$ cat config.mk
export PLATFORM = sky130hd
export DESIGN_NAME = hostcap_top
export DESIGN_NICKNAME = d
export VERILOG_FILES = /design/src/rtl/hostcap_pkg.sv /design/src/rtl/hostcap_fifo.sv /design/src/rtl/hostcap_timer.sv /design/src/rtl/hostcap_top.sv
export SDC_FILE = /design/constraint.sdc
export NUM_CORES = 1
export LEC_CHECK = 0
export ABC_AREA = 1
export BUFFER_PORTS_ARGS = -buffer_cell sky130_fd_sc_hd__buf_2
export CAP_MARGIN = 20
export CELL_PAD_IN_SITES_DETAIL_PLACEMENT = 0
export CELL_PAD_IN_SITES_GLOBAL_PLACEMENT = 1
export CORE_ASPECT_RATIO = 1.1
export CORE_MARGIN = 1.5
export CORE_UTILIZATION = 23
export CTS_CLUSTER_SIZE = 14
export DETAILED_ROUTE_END_ITERATION = 10
export GPL_TIMING_DRIVEN = 0
export PLACE_DENSITY = 0.51
export SETUP_SLACK_MARGIN = 0.15
export SKIP_CTS_REPAIR_TIMING = 1
export SLEW_MARGIN = 0
export SYNTH_ARGS = -nofsm -noshare
export SYNTH_HDL_FRONTEND = slang
export SYNTH_HIERARCHICAL = 1
export SYNTH_SLANG_ARGS = --single-unit
$ cat constraint.sdc
create_clock -name clk -period 9.97 [get_ports clk]
set_clock_uncertainty 0.1 [all_clocks]
set_input_delay 1.994 -clock clk [delete_from_list [all_inputs] [get_ports clk]]
set_output_delay 1.994 -clock clk [all_outputs]
set_load 0.005 [all_outputs]
$ cat src/rtl/hostcap_pkg.sv
package hostcap_pkg;

  localparam int DIV_W = 2;
  localparam int PHASE_W = (1 << DIV_W) - 1;

  typedef struct packed {
    logic [1:0] thr_code;
    logic       stamp_on;
    logic [1:0] div_code;
  } mode_t;

  // Occupancy level at which the interrupt asserts
  function automatic int unsigned thr_level(input logic [1:0] code);
    case (code)
      2'd0:    return 1;
      2'd1:    return 4;
      2'd2:    return 8;
      default: return 14;
    endcase
  endfunction

  // Last divider phase before the counter advances (divide by 2^code)
  function automatic logic [PHASE_W-1:0] phase_last(input logic [1:0] code);
    case (code)
      2'd0:    return PHASE_W'(0);
      2'd1:    return PHASE_W'(1);
      2'd2:    return PHASE_W'(3);
      default: return PHASE_W'(7);
    endcase
  endfunction

endpackage

$ cat src/rtl/hostcap_fifo.sv
module hostcap_fifo #(
  parameter int DEPTH = 16,
  parameter int WIDTH = 32,
  localparam int PTR_W = $clog2(DEPTH),
  localparam int CNT_W = $clog2(DEPTH + 1)
) (
  input  logic             clk,
  input  logic             rst_n,
  input  logic             flush,
  input  logic             push_req,
  input  logic [WIDTH-1:0] wr_data,
  input  logic             pop_req,
  output logic [WIDTH-1:0] rd_data,
  output logic [CNT_W-1:0] count,
  output logic             full,
  output logic             empty,
  output logic             overrun
);

  logic [WIDTH-1:0] mem [DEPTH];
  logic [PTR_W-1:0] wr_ptr, rd_ptr;
  logic             push_ok, pop_ok, drop_evt;

  function automatic logic [PTR_W-1:0] ptr_next(input logic [PTR_W-1:0] p);
    return (32'(p) == DEPTH - 1) ? '0 : p + PTR_W'(1);
  endfunction

  assign full     = (32'(count) == DEPTH);
  assign empty    = (count == '0);
  assign push_ok  = push_req && !full;
  assign pop_ok   = pop_req && !empty;
  assign drop_evt = push_req && full;
  assign rd_data  = empty ? '0 : mem[rd_ptr];

  always_ff @(posedge clk) begin
    if (push_ok && !flush) mem[wr_ptr] <= wr_data;
  end

  always_ff @(posedge clk or negedge rst_n) begin
    if (!rst_n) begin
      wr_ptr  <= '0;
      rd_ptr  <= '0;
      count   <= '0;
      overrun <= 1'b0;
    end else if (flush) begin
      wr_ptr  <= '0;
      rd_ptr  <= '0;
      count   <= '0;
      overrun <= 1'b0;
    end else begin
      if (push_ok) wr_ptr <= ptr_next(wr_ptr);
      if (pop_ok)  rd_ptr <= ptr_next(rd_ptr);
      case ({push_ok, pop_ok})
        2'b10:   count <= count + CNT_W'(1);
        2'b01:   count <= count - CNT_W'(1);
        default: count <= count;
      endcase
      if (drop_evt) overrun <= 1'b1;
    end
  end

  assert_no_overflow_R3: assert property (@(posedge clk) disable iff (!rst_n)
    32'(count) <= DEPTH);
  assert_full_drop_R3: assert property (@(posedge clk) disable iff (!rst_n)
    (full && push_req && !pop_req && !flush) |=> (full && overrun));
  assert_overrun_sticky_R3: assert property (@(posedge clk) disable iff (!rst_n)
    (overrun && !flush) |=> overrun);
  assert_empty_read_R2: assert property (@(posedge clk) disable iff (!rst_n)
    (empty && pop_req && !flush) |=> $stable(rd_ptr));
  assert_flush_clears_R6: assert property (@(posedge clk) disable iff (!rst_n)
    flush |=> (empty && !overrun));

endmodule

$ cat src/rtl/hostcap_timer.sv
module hostcap_timer
  import hostcap_pkg::*;
#(
  parameter int STAMP_W = 24
) (
  input  logic               clk,
  input  logic               rst_n,
  input  logic               tick,
  input  logic [DIV_W-1:0]   div_code,
  input  logic               clr,
  input  logic               load,
  input  logic [STAMP_W-1:0] load_val,
  output logic [STAMP_W-1:0] stamp
);

  logic [PHASE_W-1:0] phase;
  logic               step_evt;

  assign step_evt = tick && (phase >= phase_last(div_code));

  always_ff @(posedge clk or negedge rst_n) begin
    if (!rst_n) begin
      phase <= '0;
      stamp <= '0;
    end else if (clr) begin
      phase <= '0;
      stamp <= '0;
    end else begin
      if (tick) phase <= step_evt ? '0 : phase + PHASE_W'(1);
      if (load)          stamp <= load_val;
      else if (step_evt) stamp <= stamp + STAMP_W'(1);
    end
  end

  assert_clear_zero_R9: assert property (@(posedge clk) disable iff (!rst_n)
    clr |=> (stamp == '0));
  assert_load_value_R8: assert property (@(posedge clk) disable iff (!rst_n)
    (load && !clr) |=> (stamp == $past(load_val)));
  assert_hold_no_tick_R7: assert property (@(posedge clk) disable iff (!rst_n)
    (!clr && !load && !tick) |=> $stable(stamp));

endmodule

$ cat src/rtl/hostcap_top.sv
module hostcap_top
  import hostcap_pkg::*;
#(
  parameter int DEPTH   = 16,
  parameter int STAMP_W = 24,
  parameter int BYTE_W  = 8,
  parameter int ADDR_W  = 12,
  localparam int ENTRY_W = BYTE_W + STAMP_W,
  localparam int CNT_W   = $clog2(DEPTH + 1)
) (
  input  logic               clk,
  input  logic               rst_n,
  input  logic               host_wr,
  input  logic [BYTE_W-1:0]  host_byte,
  input  logic               tick_base,
  input  logic               bus_sel,
  input  logic               bus_we,
  input  logic [ADDR_W-1:0]  bus_addr,
  input  logic [ENTRY_W-1:0] bus_wdata,
  output logic [ENTRY_W-1:0] bus_rdata,
  output logic               irq
);

  localparam logic [ADDR_W-1:0] OFS_POP    = ADDR_W'('h100);
  localparam logic [ADDR_W-1:0] OFS_MODE   = ADDR_W'('h104);
  localparam logic [ADDR_W-1:0] OFS_STATE  = ADDR_W'('h108);
  localparam logic [ADDR_W-1:0] OFS_CLOCK  = ADDR_W'('h10C);
  localparam logic [ADDR_W-1:0] OFS_ENABLE = ADDR_W'('h330);

  mode_t              mode_q;
  logic               enable_q;
  logic               mode_wr, clock_wr, enable_wr, pop_rd;
  logic               flush_cmd, clear_cmd, cap_req;
  logic [STAMP_W-1:0] stamp;
  logic [ENTRY_W-1:0] cap_entry, head_entry;
  logic [CNT_W-1:0]   occupancy;
  logic               q_full, q_empty, q_overrun;

  assign mode_wr   = bus_sel && bus_we && (bus_addr == OFS_MODE);
  assign clock_wr  = bus_sel && bus_we && (bus_addr == OFS_CLOCK);
  assign enable_wr = bus_sel && bus_we && (bus_addr == OFS_ENABLE);
  assign pop_rd    = bus_sel && !bus_we && (bus_addr == OFS_POP);
  assign flush_cmd = mode_wr && bus_wdata[1];
  assign clear_cmd = mode_wr && bus_wdata[2];
  assign cap_req   = host_wr && enable_q;
  assign cap_entry = {mode_q.stamp_on ? stamp : STAMP_W'(0), host_byte};

  always_ff @(posedge clk or negedge rst_n) begin
    if (!rst_n) begin
      mode_q   <= '0;
      enable_q <= 1'b0;
    end else begin
      if (mode_wr)   mode_q   <= mode_t'(bus_wdata[7:3]);
      if (enable_wr) enable_q <= bus_wdata[0];
    end
  end

  hostcap_fifo #(.DEPTH(DEPTH), .WIDTH(ENTRY_W)) u_fifo (
    .clk(clk), .rst_n(rst_n), .flush(flush_cmd),
    .push_req(cap_req), .wr_data(cap_entry),
    .pop_req(pop_rd), .rd_data(head_entry),
    .count(occupancy), .full(q_full), .empty(q_empty), .overrun(q_overrun)
  );

  hostcap_timer #(.STAMP_W(STAMP_W)) u_timer (
    .clk(clk), .rst_n(rst_n), .tick(tick_base), .div_code(mode_q.div_code),
    .clr(clear_cmd), .load(clock_wr), .load_val(bus_wdata[ENTRY_W-1:BYTE_W]),
    .stamp(stamp)
  );

  assign irq = 32'(occupancy) >= thr_level(mode_q.thr_code);

  always_comb begin
    bus_rdata = '0;
    if (bus_sel && !bus_we) begin
      case (bus_addr)
        OFS_POP:    bus_rdata = head_entry;
        OFS_MODE:   bus_rdata = ENTRY_W'({mode_q, 3'b000});
        OFS_STATE:  bus_rdata = ENTRY_W'({q_overrun, !q_empty});
        OFS_CLOCK:  bus_rdata = {stamp, BYTE_W'(0)};
        OFS_ENABLE: bus_rdata = ENTRY_W'(enable_q);
        default:    bus_rdata = '0;
      endcase
    end
  end

  logic unused_full;
  assign unused_full = q_full;

  assert_disabled_no_overrun_R12: assert property (@(posedge clk) disable iff (!rst_n)
    (!enable_q && !q_overrun) |=> !q_overrun);
  assert_irq_cause_R11: assert property (@(posedge clk) disable iff (!rst_n)
    $rose(irq) |-> ($past(cap_req) || $past(mode_wr)));

endmodule

==> summary by stage, run 1 <==
STA
The maximum clock frequency is between 150 and 200 MHz. Measured against its own limit, the worst slew margin works out to between 20% and 30%. Adding up every negative setup slack in the final design gives 0 ps. The final hold violation count was 0. Setup repair after global routing left no endpoint under its margin.

Setup violations remaining at the end of the flow were counted as 0. The clock period could shrink to just over 6000 ps. The max-slew violation count is 0.

After layout, the worst path uses approximately three fifths of the clock period. The transition time at the pin with the least slew margin is 1060 ps.

Synthesis
The register area share after synthesis is 66.7%. The synthesized netlist contains between 40 and 50 unique library cells. The number of warning messages in the yosys log is 6. The netlist area before placement is approximately 0.025 mm2. Synthesis produced a netlist with a net count of roughly 2200. The post-synthesis register bit count is roughly 560.

The synthesized netlist cell count is about 2200. The mean post-synth cell area is 11.5 um2.

CTS
The clock insertion delay at the later pin of the skew report is ~630 ps. For this design, the sink count on the clock tree is between 500 and 600. The TritonCTS clock tree is built. The clock transition at the registers of the reported paths is approximately 60 ps.

The depth of the CTS H-tree is 2. The worst-case clock buffer depth is 3. The buffer type at the clock tree root is sky130_fd_sc_hd__clkbuf_16. Counting the buffers created by CTS gives 57.

Power and ir drop
Dividing total power by cell area gives a power density of around 170 mW/mm2. The relative contribution of sequential cells to total power is around 52%. In this run switching power makes up 21.6% of total power.

The share of total power in the clock network is 44.6%. Across the VDD grid, the largest voltage drop is approximately 0.11 mV. The internal power is about 3.9 mW. The portion of total power attributed to combinational logic is ~3.2%. The leakage dissipation is ~11 nW.

The total net switching power is between 1 and 1.5 mW.

Worst setup path
STA classifies the critical path endpoint as an output pin. The arrival time at the worst endpoint is approximately 3900 ps. The endpoint identified for the worst register-to-register timing path is u_fifo/mem[0][19].

The largest fanout of any net on the critical path is 11. The worst setup path is launched from a register. The type of the worst setup path is reg -> out. In this run the worst setup path terminates at bus_rdata[4].

The number of cells on the worst reg-to-reg path is 7. STA puts the critical path data required time at just under 8000 ps. The setup check on the worst reg-to-reg path leaves a slack of a little over 7000 ps.

In this run the critical register-to-register path is launched from u_fifo/count[0]. The most critical setup path has its startpoint at u_fifo/rd_ptr[2].

Detailed routing
The number of detailed-route iterations in the first pass is 8. The average wire per cell in the routed design is approximately 21 um. The remaining design rule violation count is 4. The routed design has a little under 80 mm of wire. The detail-routed via count per cell is roughly 4.4. In this run, the number of DRC markers left after iteration 0 of detailed routing was between 1000 and 1500.

The count of nets left with antenna violations after detail routing is 0. The via total after detailed routing is between 15000 and 20000.

Layout
The footprint of the multi-input gates is around 0.007 mm2. The design area is between 0.02 and 0.03 mm2. In the final layout, the share of cells above drive strength 1 is 17.0%. After filler insertion, the fill cell instance count of the layout stands at 11000. In the final layout, flip-flops and latches occupy roughly 0.017 mm2. In the final design database the tool counted ~2400 nets. Relative to the synthesized area, the layout overhead comes to 19.0%.

Floorplan
The area enclosed by the die boundary is between 0.1 and 0.15 mm2. Row generation in the floorplan step produced around 130 rows. In this run the count of I/O pins placed on the die edge is between 90 and 100. The floorplan die height is 347 um. The width of the die is ~320 um. The area of the placeable core is around 0.11 mm2. Once the floorplan was initialized, standard cells occupied 23.2% of the core.

Global routing
The global routing stage identified its most utilized layer as met2. The fraction of met1 tracks used by global routing is ~17%. Global routing consumed, over all layers together, 14.4% of the routing resources. For met2 alone, demand over resource in global routing was a little over a quarter. Global routing used under 10% of the available met3 tracks. The sum of overflow across all layers after global routing is 0. Entering global routing, the biggest net connects 34 pins. The wire length of the first global-routing pass is 116 mm. The number of global-route vias before repair is about 17000. The initial antenna violation count is 3.

Place
The HPWL after detailed placement is slightly below 60 mm. The final RePlAce weighted congestion is around 0.82. The area after detailed placement is 0.0276 mm2. During placement, the flow inserted port buffers numbering 90.

Run status
The checks that failed: design-rule violations. The run finished, with violations left.

Worst hold path
The worst hold path belongs to the class reg -> reg.

Run
Max-cap violations in this run came to 0.
==> cell families after synthesis <==
logic type	Yosys count	share of synthesized area (%)
AOI/OAI and AO/OA	406	11.0
xor gates and xnor gates	9	0.318
adders and majority gates	16	0.807
buffers and inverters	259	4.96
DFF	559	66.7
muxes	33	1.33
and+or+nand+nor	883	14.8
==> synthesized netlist by cell type, drive strengths merged <==
library cell,n,area share (%)
o21bai,2,0.061
edfxtp,512,62
nor3,39,0.79
a21boi,32,0.97
and3,1,0.025
nor2,226,3.9
o22ai,35,0.88
and2,1,0.035
inv,138,2.1
mux2i,33,1.3
buf,77,2.2
o221ai,32,1.1
clkinv,1,0.015
xnor2,2,0.071
ha,16,0.81
a221oi,32,1.6
clkbuf,43,0.69
or2,3,0.076
a211oi,33,1.4
nand4,10,0.25
a21oi,135,2.7
xor2,7,0.25
o211ai,1,0.030
nand3,49,1.0
nand2,553,8.7
dfrtp,47,4.7
nand3b,1,0.030
o21ai,100,2.0
o21a,4,0.12
==> critical path, cell delays in order (launching register included) <==
cell and delay [ps]:
sky130_fd_sc_hd__dfrtp_1 310, sky130_fd_sc_hd__buf_2 350, sky130_fd_sc_hd__nand2_1 630, sky130_fd_sc_hd__clkbuf_1 460, sky130_fd_sc_hd__o221ai_1 290, sky130_fd_sc_hd__nor2_1 100, sky130_fd_sc_hd__a211oi_1 620, sky130_fd_sc_hd__nand2_1 140
sky130_fd_sc_hd__nand2_1 130, sky130_fd_sc_hd__inv_1 50, sky130_fd_sc_hd__nor2_1 100, sky130_fd_sc_hd__buf_2 120
==> routing by layer <==
metal / up-vias / wire length (um)
li1: 7974 / -
met1: 8221 / 32900
met2: 348 / 41700
met3: 93 / 3200
met4: 4 / 1560
met5: - / 27
==> state kept, by name, summed over array words and instances, names as in the netlist <==
| name | cells |
|---|---|
| u_fifo/overrun | 1 |
| u_fifo/wr_ptr | 4 |
| u_timer/stamp | 24 |
| u_fifo/rd_ptr | 4 |
| mode_q | 5 |
| u_timer/phase | 3 |
| enable_q | 1 |
| u_fifo/count | 5 |
| u_fifo/mem | 512 |
==> power by group through the flow <==
stage	logic (mW)	registers (mW)	clock network (mW)
6_report	0.157	2.58	2.21
5_1_grt	0.176	2.59	2.35
4_1_cts	0.159	2.58	2.27
3_5_place_dp	0.158	2.63	0
3_3_place_gp	0.152	2.63	0
2_1_floorplan	0.0943	2.62	0
==> final cells by class <==
class	count	area share, %
well taps	1408	5.97
repair buffers	117	3.16
inverters	139	1.77
multi-input cells	1347	24.1
clock buffers	63	5.05
clock inverters	43	1.43
diodes	2	0.0170
flip-flops and latches	559	56.1
plain buffers	120	2.40
==> cell usage in the layout (no fill, tap or decap), types with 19 or more instances in the layout <==
master and instances:
sky130_fd_sc_hd__nor2_1 180, sky130_fd_sc_hd__a221oi_2 20, sky130_fd_sc_hd__nor2_4 19, sky130_fd_sc_hd__clkbuf_1 46, sky130_fd_sc_hd__edfxtp_1 512, sky130_fd_sc_hd__nand2_2 27, sky130_fd_sc_hd__dfrtp_1 47, sky130_fd_sc_hd__buf_2 126
sky130_fd_sc_hd__nand2_1 524, sky130_fd_sc_hd__o21ai_0 86, sky130_fd_sc_hd__a21oi_1 135, sky130_fd_sc_hd__nand3_1 48, sky130_fd_sc_hd__o22ai_1 35, sky130_fd_sc_hd__o221ai_1 32, sky130_fd_sc_hd__buf_4 22, sky130_fd_sc_hd__clkbuf_16 59
sky130_fd_sc_hd__inv_1 133, sky130_fd_sc_hd__buf_6 21, sky130_fd_sc_hd__mux2i_1 33, sky130_fd_sc_hd__a21boi_0 32, sky130_fd_sc_hd__nor2_2 27, sky130_fd_sc_hd__nor3_1 35, sky130_fd_sc_hd__a211oi_2 22
==> worst min-delay path by stage <==
stage / startpoint / cells after the start / endpoint
final: u_fifo/overrun / 2 / u_fifo/overrun
after global placement: u_fifo/overrun / 2 / u_fifo/overrun
after floorplan: u_fifo/overrun / 2 / u_fifo/overrun
after CTS: u_fifo/overrun / 2 / u_fifo/overrun
after global routing: u_fifo/overrun / 2 / u_fifo/overrun
after detailed placement: u_fifo/overrun / 2 / u_fifo/overrun
==> per-stage QoR <==
stage	hold WS [ps]	setup WS, ps	util (%)	power [mW]	instances
3_5_place_dp	399	4150	25.8	2.79	3690
6_report	416	3930	27.6	4.95	3798
4_1_cts	414	3860	27.6	5.01	3796
5_1_grt	459	3760	27.6	5.11	3796
3_3_place_gp	381	812	25.2	2.78	3663
2_1_floorplan	363	4270	-	2.71	2165
Note: power is estimated with default switching activity, not from simulation.
==> run 2, diff against run 1 <==
--- a/config.mk
+++ b/config.mk
@@ -5,7 +5,7 @@
 export SDC_FILE = /design/constraint.sdc
 export NUM_CORES = 1
 export LEC_CHECK = 0
-export ABC_AREA = 1
+export ABC_AREA = 0
 export BUFFER_PORTS_ARGS = -buffer_cell sky130_fd_sc_hd__buf_2
 export CAP_MARGIN = 20
 export CELL_PAD_IN_SITES_DETAIL_PLACEMENT = 0
@@ -16,7 +16,7 @@
 export CTS_CLUSTER_SIZE = 14
 export DETAILED_ROUTE_END_ITERATION = 10
 export GPL_TIMING_DRIVEN = 0
-export PLACE_DENSITY = 0.51
+export PLACE_DENSITY = 0.49
 export SETUP_SLACK_MARGIN = 0.15
 export SKIP_CTS_REPAIR_TIMING = 1
 export SLEW_MARGIN = 0
==> constraint.sdc (replaced) <==
create_clock -name clk -period 5.8 [get_ports clk]
set_clock_uncertainty 0.1 [all_clocks]
set_input_delay 1.16 -clock clk [delete_from_list [all_inputs] [get_ports clk]]
set_output_delay 1.16 -clock clk [all_outputs]
set_load 0.005 [all_outputs]
==> run 2 against run 1 <==
The run now ends clean. Critical path type unchanged. Critical endpoint is now bus_rdata[3]. Sequential share of layout area grew 2.5 points. Synthesized area shrank 5.0%. Synthesized cell count decreased by 40%. Highest routed layer unchanged.
==> summary by stage, run 2 <==
Floorplan
The width of the die is 308 um (-2.5%). The starting density of the core was 23.3% (+0.16 points). The floorplan die height is 339 um (-2.5%).

The number of placement rows is 122 (-3.2%). The area of the placeable core is 0.101 mm2 (-5.6%). The area enclosed by the die boundary is 0.104 mm2 (-4.9%). The boundary pin count is 91 (unchanged).

CTS
The number of CTS-inserted buffers came to 60 (+5.3%). The clock insertion delay at the later pin of the skew report was 620 ps (about the same). TritonCTS built the clock tree. The worst-case clock buffer depth is 3 (unchanged). The depth of the CTS H-tree is 2 (unchanged). The buffer type at the clock tree root is sky130_fd_sc_hd__clkbuf_16. The number of sinks driven by the clock tree came to 559 (unchanged). The clock transition at the registers of the reported paths was 60 ps (about the same).

Global routing
The initial antenna violation count is 5 (+2). The wire length of the first global-routing pass came to 98.6 mm (-15%). The number of global-route vias before repair is 13900 (-18%).

The global-route total usage across every layer came to 13.0% (-1.4 points). The largest net degree at the start of global routing is 34 (unchanged). The sum of overflow across all layers after global routing is 0 (unchanged).

Worst setup path
The reg-to-reg critical path endpoint is u_fifo/count[2]. The beginning of the worst register-to-register path is u_fifo/count[0]. The largest incremental delay on the critical path is 810 ps (+180 ps).

The cell with the most instances on the worst path is sky130_fd_sc_hd__buf_2. The required time reported for the critical path endpoint came to 4540 ps (-3340 ps). The reg-to-reg setup timing slack is 2450 ps (-4640 ps).

The largest fanout of any net on the critical path is 10 (-1). The cell with the largest stage delay on the worst path is sky130_fd_sc_hd__buf_1. The type of the worst setup path is reg -> out.

The signal on the critical path passes through buf_2, buf_2, buf_1, mux2i_1, o22ai_1, a22oi_1, nor2_1, buf_2. The cell depth of the worst flop-to-flop path was 10 (+3). STA classifies the critical path endpoint as an output pin. The worst setup path is launched from a register. The arrival time at the worst endpoint came to 4030 ps (+90 ps).

STA
The max-slew violation count is 0 (unchanged). The final hold violation count is 0 (unchanged). The worst hold slack after final layout is 356 ps (-59.4 ps). The transition time at the pin with the least slew margin was 1090 ps (+34.8 ps).

Setup repair after global routing left no endpoint under its margin. The final-report setup violation count is 0 (unchanged). The worst path uses about nine tenths of the clock period. The relative slew slack was 27.1% (-1.9 points). The minimum setup slack in the final design is 512 ps (-3420 ps). For this run, the top clock speed supported by timing is ~190 MHz. The total negative setup slack is 0 ps (unchanged). The smallest clock period supported by the final layout is computed as 5290 ps.

Detailed routing
The sum of routed wire length over all layers is 68.5 mm (-14%). The average wire per cell in the routed design is 23.6 um (+13%). The detail-routed via count per cell is 4.59 (+4.8%). The via total after detailed routing came to 13300 (-20%). The count of nets left with antenna violations after detail routing is 0 (unchanged). The remaining design rule violation count came to 0 (-4). The number of design-rule violations left by the first detailed-router iteration is 1155 (+13%).

The number of detailed-route iterations in the first pass came to 5 (-3).

Synthesis
The register area share after synthesis is 70.2% (+3.5 points). The share of the synthesized area in compound gates (AO/OA/AOI/OAI) is 4.93% (-6.1 points). The number of warning messages in the yosys log is 6 (unchanged).

The netlist area before placement is 0.0236 mm2 (-5.0%). The synthesized netlist cell count was 1308 (-40%). Among all cell types in the netlist, the one instantiated most often is sky130_fd_sc_hd__edfxtp_1. The top-area cell type share of the netlist area is 65.2% (+3.2 points).

The mean post-synth cell area is 18.0 um2 (+57%). The main flop type after synthesis is sky130_fd_sc_hd__edfxtp_1. Yosys attributes the largest share of cell area to sky130_fd_sc_hd__edfxtp_1, sky130_fd_sc_hd__mux4_2, sky130_fd_sc_hd__dfrtp_1.

The post-synthesis register bit count is 559 (unchanged). The area fraction in and, or, nand and nor cells after synthesis came to 6.28% (-8.5 points). By count the netlist is led by sky130_fd_sc_hd__edfxtp_1, sky130_fd_sc_hd__mux4_2, sky130_fd_sc_hd__nor2_1.

The proportion of synthesized flip-flops having asynchronous set or reset is 8.41% (unchanged). The arithmetic-cell share of the synthesized area counting full adders, half adders and majority gates is 0.849% (+0.042 points). The largest area contributor in the synthesized netlist is sky130_fd_sc_hd__edfxtp_1.

After synthesis, the largest family of logic cells by area is multiplexers. The multiplexer share of the synthesized area is 15.6% (+14 points). The synthesized-area fraction occupied by xor and xnor cells came to 0.111% (-0.21 points). The number of distinct library cells after synthesis was 73 (+70%). The number of enable flip-flop cells after synthesis came to 512 (unchanged). The number of nets in the synthesized netlist was 1382 (-38%).

Layout
The flip-flop count of the largest register, all copies and words added was 512 (unchanged). u_fifo/mem holds more flip-flops than any other register. The largest registers in the layout are u_fifo/mem (512), u_timer/stamp (24). The top cell types in the final layout, fill and taps aside, are sky130_fd_sc_hd__edfxtp_1, sky130_fd_sc_hd__mux4_2, sky130_fd_sc_hd__buf_2. The area added between synthesis and finish is 20.0%. Leaving out fill and tap cells, the most frequent cell in the layout is sky130_fd_sc_hd__edfxtp_1. The fraction of final layout cells sized beyond drive strength 1 is 27.2% (+10 points).

The net count of the finished layout is 1565 (-35%). The core utilization of the finished layout came to 28.0% (+0.41 points). The design area is 0.0283 mm2 (-4.2%). The count of non-filler cells in the finished layout is 2903 (-24%).

Worst hold path
The class of the tightest hold or removal check is in -> async.

Power and ir drop
The switching power as a share of total power came to 21.0% (-0.60 points). The power per standard cell area is 298 mW/mm2 (+78%). The share of total power in the clock network was 45.7% (+1.1 points).

The leakage dissipation is 9.72 nW (-14%). The internal power is 6.66 mW (+72%). The worst IR drop on VDD came to 0.212 mV (+100%). The relative contribution of sequential cells to total power was 52.8% (+0.6 points).

The total net switching power is 1.77 mW (+66%). The portion of total power attributed to combinational logic is 1.5% (-1.7 points). The total power consumption of the routed design came to 8.43 mW (+70%).

Place
The area after detailed placement was 0.0263 mm2 (-4.8%). The HPWL after detailed placement is 48.0 mm (-19%). The count of input and output buffers is 90 (unchanged). The post-place setup slack is 145 ps (-4000 ps). The final RePlAce weighted congestion was 0.796 (-3.0%). The placed instance count is 2791 (-24%).

Run
The reported max-cap violation count is 0 (unchanged).

Run status
The flow ran to the end, and the final reports show no timing, DRC or antenna violations.
run 2: metal layers:
metal	track usage (%)	wire, um	up-vias
li1	-	-	5765
met1	17.6	30100	7075
met2	21.6	33300	387
met3	2.14	3820	98
met4	2.99	1260	6
met5	0	42	-
run 2: critical path: cells and delay by family (launching register included):
kind	cells	cell delay [ps]
flip-flops	1	360
AND/OR/NAND/NOR	1	160
multiplexers	1	270
AO/OA/AOI/OAI	2	890
buffers and inverters	4	1680
run 2: layout make-up:
class	instances	area [um2]
fill	10100	72800
timing repair buffer	121	921
clock inverter	35	395
tap	1364	1710
clock buffer	73	1570
sequential	559	16600
antenna	2	5.00
multi-input combinational	645	6650
inverter	20	75.1
buffer	84	400
run 2: cells by family after synthesis:
family                   count (synthesis)
AO/OA/AOI/OAI                          157
XOR/XNOR                                 3
adder cells (fa/ha/maj)                 16
buffers and inverters                  104
flip-flops                             559
multiplexers                           206
AND/OR/NAND/NOR                        263
run 2: power groups by stage:
| stage | Combinational, mW | Clock, mW | Sequential (mW) |
|---|---|---|---|
| global route | 0.142 | 4.10 | 4.45 |
| finish | 0.130 | 3.85 | 4.45 |
| floorplan | 0.0664 | 0 | 4.48 |
| CTS | 0.130 | 3.95 | 4.45 |
| global placement | 0.122 | 0 | 4.53 |
| detailed placement | 0.129 | 0 | 4.53 |
run 2: worst max-delay path by stage:
stage / start / cells past startpoint / end / slack (ps)
CTS: u_fifo/rd_ptr[0] / 8 / bus_rdata[3] / 430
global route: u_fifo/rd_ptr[0] / 8 / bus_rdata[6] / 330
finish: u_fifo/rd_ptr[0] / 8 / bus_rdata[3] / 510
floorplan: bus_addr[5] / 9 / u_fifo/mem[3][0] / 390
detailed placement: bus_addr[3] / 14 / u_fifo/count[2] / 150
global placement: bus_addr[5] / 10 / u_fifo/mem[3][13] / -3090
